--- src/rtl/mcu_port_unit.sv ---
module mcu_port_unit #(
  parameter bit CMOS    = 1'b1,
  parameter int VARIANT = 44,
  parameter int NR      = 8,
  parameter int RW      = 4,
  parameter int ND      = 16
) (
  input  logic               clk,
  input  logic               rst_n,
  input  logic [2:0]         req,
  input  logic [$clog2(ND)-1:0] imm,
  input  logic [$clog2(ND)-1:0] y,
  input  logic [RW-1:0]      acc,
  input  logic [RW-1:0]      breg,
  input  logic [NR*RW-1:0]   r_pin,
  input  logic [ND-1:0]      d_pin,
  output logic [NR*RW-1:0]   r_out,
  output logic [ND-1:0]      d_out,
  output logic [RW-1:0]      r_rd,
  output logic               status,
  output logic               illegal_port_write
);
  localparam int IW = $clog2(NR);

  function automatic logic [NR-1:0] write_mask();
    logic [NR-1:0] m;
    for (int i = 0; i < NR; i++) begin
      case (VARIANT)
        43:      m[i] = (i >= 1) && (i <= 3);
        44:      m[i] = (i <= 5);
        45:      m[i] = (i <= 6);
        default: m[i] = 1'b1;
      endcase
    end
    return m;
  endfunction

  function automatic logic [ND-1:0] pin_mask();
    logic [ND-1:0] m;
    for (int i = 0; i < ND; i++) m[i] = (VARIANT != 43) || (i < 4);
    return m;
  endfunction

  localparam logic [NR-1:0]    WMASK = write_mask();
  localparam logic [ND-1:0]    DMASK = pin_mask();
  localparam logic [NR*RW-1:0] R_RST = CMOS ? '1 : '0;
  localparam logic [ND-1:0]    D_RST = CMOS ? '1 : '0;

  logic [IW-1:0]    widx;
  logic [NR*RW-1:0] r_view;
  logic [ND-1:0]    d_view, d_eff;
  logic             wr_req;

  assign widx   = imm[IW-1:0];
  assign r_view = CMOS ? (r_pin & r_out) : (r_pin | r_out);
  assign r_rd   = r_view[widx*RW +: RW];
  assign d_view = CMOS ? (d_pin & d_out) : (d_pin | d_out);
  assign d_eff  = (d_view & DMASK) | (d_out & ~DMASK);
  assign wr_req = (req == 3'd5) || (req == 3'd6);

  always_ff @(posedge clk) begin
    if (!rst_n) begin
      r_out              <= R_RST;
      d_out              <= D_RST;
      status             <= 1'b1;
      illegal_port_write <= 1'b0;
    end else begin
      illegal_port_write <= wr_req && !WMASK[widx];
      case (req)
        3'd1: d_out[y]   <= 1'b1;
        3'd2: d_out[y]   <= 1'b0;
        3'd3: d_out[imm] <= 1'b1;
        3'd4: d_out[imm] <= 1'b0;
        3'd5: if (WMASK[widx]) r_out[widx*RW +: RW] <= acc;
        3'd6: if (WMASK[widx]) r_out[widx*RW +: RW] <= breg;
        3'd7: status <= d_eff[y];
        default: ;
      endcase
    end
  end
endmodule


--- config.mk ---
export PLATFORM = sky130hd
export DESIGN_NAME = mcu_port_unit
export DESIGN_NICKNAME = d
export VERILOG_FILES = /design/src/rtl/mcu_port_unit.sv
export SDC_FILE = /design/constraint.sdc
export NUM_CORES = 1
export LEC_CHECK = 0
export BUFFER_PORTS_ARGS = -buffer_cell sky130_fd_sc_hd__buf_4
export CORE_MARGIN = 4
export CORE_UTILIZATION = 46
export DETAILED_ROUTE_END_ITERATION = 7
export PLACE_DENSITY_LB_ADDON = 0.12
export SYNTH_ARGS = -nofsm -noshare
export SYNTH_HDL_FRONTEND = slang
export SYNTH_SLANG_ARGS = --single-unit
--- constraint.sdc ---
create_clock -name clk -period 1.88 [get_ports clk]
set_input_delay 0 -clock clk [delete_from_list [all_inputs] [get_ports clk]]
set_output_delay 0 -clock clk [all_outputs]
set_load 0.02 [all_outputs]
After elaboration in Yosys (flattened, before gate mapping)
Memory sizes are Yosys's and may differ from the RTL's.
Index checks and enable logic that the tools add are counted.
Storage, ports and cells
  output and inout bits: 54
  bits in read-only memories: 8
  register bits: 50
  input bits: 69
  memories kept: 1
  word-level logic and storage cells: 53
Memory list
  (name not given): depth 8, bits a word 1, read ports 1, clocked after Yosys merged registers in 0, write ports 0, line 75  | 3'd6: if (WMASK[widx]) r_out[widx*RW +: RW] <= breg;
Operators by class
  mux-type cells: 13
  shifts and indexed selects: 4
  equal/unequal tests: 9
  bitwise operators: 8
  order comparisons: 5
  $add $sub $neg: 1
  reduce and logical (&&, ||, !) cells: 8
Operators by type and width (count)
  $shiftx A4 B34 Y32: 2
  $bwmux W32: 2
  $mux W32: 2
  $pmux W16 S4: 1
  $pmux W32 S2: 1
  $and A16 B16 Y16: 3
  $neg A5 Y34: 1
  $shift A4 B34 Y32 const A: 1
  $and A32 B32 Y32: 1
  $not A16 Y16: 2
  $or A16 B16 Y16: 2
  $shiftx A32 B6 Y4: 1
  $eq A3 B3 Y1 const B: 4
  $lt A4 B5 Y1 const B: 2
  $demux W1 S4: 2
  $ge A4 B1 Y1 const B: 2
  $eq A3 B2 Y1 const B: 2
  $bmux W1 S4: 1
  $lt A3 B4 Y1 const B: 1
  $mux W1: 4
  $ne A2 B1 Y1 const B: 2
  $reduce_bool A4 Y1: 1
  $eq A3 B1 Y1 const B: 1
  $logic_and A1 B1 Y1: 3
  4 further kinds: 4

Depth between registers and ports, before layout
  depth in word-level cells: 7
  gate-level depth with buffers: 10
  gate-level depth less buffers: 7

Worst setup path before layout
OpenSTA, ideal clock, no wires.
  path type: input -> register
  from: input imm[0]
  to: register r_out[0]
  library setup time: 0.079 ns
  cell stages on the path: 9
  path buffers: 2
  arrival: 1.808 ns
  required time: 1.801 ns
  slack: -0.007 ns
  cell sequence: buf_4 buf_4 inv_1 ha_1 ha_1 nor4b_1 nand4_1 or2_0 o211ai_1
Between the ends
  cells in the longest elaborated chain, start to end: 5
  elaborated cells on any way between the ends: 14
  classes of those cells: add/sub: 1; eq/ne: 2; shift: 3; mux: 6; reduce/logical: 1; memory: 1
Ends and longest elaborated chain
  from (decl): line 11  | input logic [$clog2(ND)-1:0] imm,
  $neg A5 Y34: line 74, 75
  $shiftx A4 B34 Y32, or another cell as far along: line 75
  $bwmux W32, on equally long branches: line 75, 74
  $mux W32, on equally long branches: line 75, 74
  $pmux W32 S2: line 69  | case (req)
  to (signal, indexed assignment): line 75
  to (decl): line 17  | output logic [NR*RW-1:0] r_out,
Several ways; a longest one is shown, not always the timed one. The select of a mux whose other input is x is not followed.
A chain may end at the register's enable or synchronous reset.

Final worst setup path
  from: input imm[1]
  to: register r_out[18]
Same word-level chain as after synthesis.

==> flow_summary.toml <==
[outcome]
status = "complete, no violations"

[floorplanning]
start_util_pct = 47.89
die_h_um = 95.37
ioPinCount = 123
dieWidth_um = 95.37
rows = 31
coreArea_mm2 = 0.007331
dieArea_mm2 = 0.009094

[cts]
cts-root-buf = "clkbuf_8"
cts_resized = 0
postCtsSetupBuffers = 0
cts.sinks = 50
h-tree-depth = 2
cts_hold_buf = 0
clk_path_buf_depth = 2
clk_latency_ns = 0.31
cts_tree = "yes"
numCtsBuffers = 5
clk_pin_slew_ns = 0.10

[timing]
finalWorstSetupSlack_ns = 0.3209
final-max-slew-violation-count = 0
fmaxAchievable_mhz = 641.4
fin_skew_ns = 0.007012
rsz0062_at_grt = "false"
period_share_pct = 82.93
setup_tns_ns = 0
hold_violations = 0
slew_headroom_pct = 52.07
period_minus_slack_ns = 1.559
setup_viol = 0
worst-slew-pin-transition_ns = 0.7189

[power]
pwr-share-seq_pct = 42.2
share_comb_of_total_power_pct = 28.1
leakage_nw = 1.826
p_sw_mw = 0.8606
p_sw_share_pct = 32.14
internal_power_mw = 1.818
p_per_area_mw_per_mm2 = 583.4
pwr-share-clk_pct = 29.7
p_total_mw = 2.678
ir_drop_mv = 0.3664

[global_routing]
grt-ovfl-total = 0
grtUsageTotal_pct = 26.53
antenna_found_initial = 0
grt_max_degree = 45
grt_pass1_wl_mm = 19.06
grt_pass1_vias = 3650

[critical_path]
arrival_ns = 1.73
crit_path_end_kind = "register"
cp_max_fo = 18
criticalPathCategory = "input pin to register"
cp_cell_sequence = "buf_4, inv_1, ha_2, ha_1, o2111ai_2, o21ai_0, o311ai_0"
start_kind = "input pin"
cp_top_family = "compound AO/OA/AOI/OAI gates"
cp_data_required_time_ns = 2.05
slowest_delay_ns = 0.42
cp_num_buf_inv = 2
cp_slowest_cell = "ha_1"

[synth]
syn_inst = 451
netlist.area_leader.share_pct = 28.51
yosys-top-cells-area = "dfxtp_1 29%, nand3_1 8.3%, o21ai_0 8.0%"
yosys_warnings = 0
yosysSeqAreaShare_pct = 28.51
synth_edf_count = 0
yosys.area.top_type = "dfxtp_1"
avgSynthCellArea_um2 = 7.785
async_flop_share_pct = 0
synth_nets = 529
netlist_area_mm2 = 0.003511
ys_ff_latch = 50
ys.flop_type = "dfxtp_1"
synth_cell_types = 64

[layout]
final_common_cell = "buf_4"
final_cells = 656
drive_above_1_share_pct = 28.73
diodes = 0
area_growth_syn_to_layout_pct = 30.76
nets = 634
final_cell_mix = "136 x buf_4, 58 x nand3_1, 56 x o21ai_0"

[drt]
drcViolationCount = 0
drt-pass1-iter-count = 5
num_vias = 4103
wirelength_mm = 12.24
vias_per_cell = 6.255
postRouteAntennaNets = 0
post_drt_wl_per_cell_um = 18.66
drtIter0Drc = 370

[placed_design]
dp_hpwl_mm = 9.035
pre_cts_ws_ns = 0.01643
portBuffers = 122
dpl.cell_count = 648
gp_congestion = 0.9309

[worst_hold_path]
hold_path.class = "input pin to register"

[run]
maxCapViolations = 0
## stage by stage
step / utilization, % / hold slack, ns / instance area, um^2
after floorplan: - / 0.2208 / 3513
after global placement: 61.09 / 0.3228 / 4478
after detailed placement: 61.09 / 0.3539 / 4478
after CTS: 62.62 / 0.01325 / 4591
after global routing: 62.62 / 0.02446 / 4591
final: 62.62 / 0.01362 / 4591
## per-layer routing
metal	track usage, %	routed length, um	vias to the layer above
met5	0	0	-
met4	5.409	91	0
met3	5.130	1296	11
met2	37.49	5342	235
met1	41.20	5508	1910
li1	-	-	1947
## power groups by stage
| stage | registers, mW | logic, mW | clock network [mW] |
|---|---|---|---|
| 6_report | 1.13 | 0.752 | 0.795 |
| 3_3_place_gp | 1.15 | 0.730 | 0 |
| 3_5_place_dp | 1.16 | 0.739 | 0 |
| 2_1_floorplan | 1.19 | 0.397 | 0 |
| 5_1_grt | 1.14 | 0.809 | 0.859 |
| 4_1_cts | 1.13 | 0.741 | 0.806 |
## cell usage after synthesis (2+ instances only)
cell type   n
or2_2       2
nand3b_1    8
o31ai_1     3
mux2_2      3
o22ai_1     9
buf_6       2
a2111oi_0   3
a31oi_1     7
o21ai_1     2
dfxtp_1    50
o32ai_1     3
nor2_1      8
o211ai_1   15
inv_1      11
mux4_2      4
buf_1       5
nor3_1      2
nand2_1    41
nand3_1    58
nor2b_1     6
o21bai_1    2
nand4bb_1   3
nand2b_1    4
clkbuf_1   17
nand4_1    28
buf_2      11
a21oi_1    11
ha_1        9
buf_4       2
and2_1      3
a2111oi_4   2
o21ai_0    56
or4b_1      2
a21o_1      8
a22oi_1    10
nand4b_1    8
clkinv_1    2
nor4b_1     2
o311ai_0    4
## state kept, by name, summed over array words and instances, names as in the netlist
signal / cells
status: 1
r_out: 32
illegal_port_write: 1
d_out: 16
## cell type report
type | instances | area, um^2
clock buffers | 5 | 68.82
clock inverters | 3 | 43.79
fillers | 687 | 2740
inverters | 13 | 48.80
multi-input cells | 350 | 2283
flip-flops and latches | 50 | 1001
well taps | 99 | 123.9
repair buffers | 136 | 1021
## cell families after synthesis
family | share of synthesized area [%]
simple gates | 29.22
compound gates | 28.51
buf+inv | 6.521
flops | 28.51
fa+ha+maj | 3.207
mux | 3.528
xor+xnor | 0.4990
## tightest hold or removal path: stages
cell and delay, ns:
buf_4 0.08, a31oi_1 0.06, o211ai_1 0.15
## path summary, 6_finish.rpt
check	from	to	slack, ns	cells past startpoint
min	acc[0]	r_out[0]	0.01	3
max	imm[1]	r_out[18]	0.32	7
max reg2reg	d_out[9]	status	0.63	4
min reg2reg	r_out[1]	r_out[1]	0.52	2
Note: power is estimated with default switching activity, not from simulation.
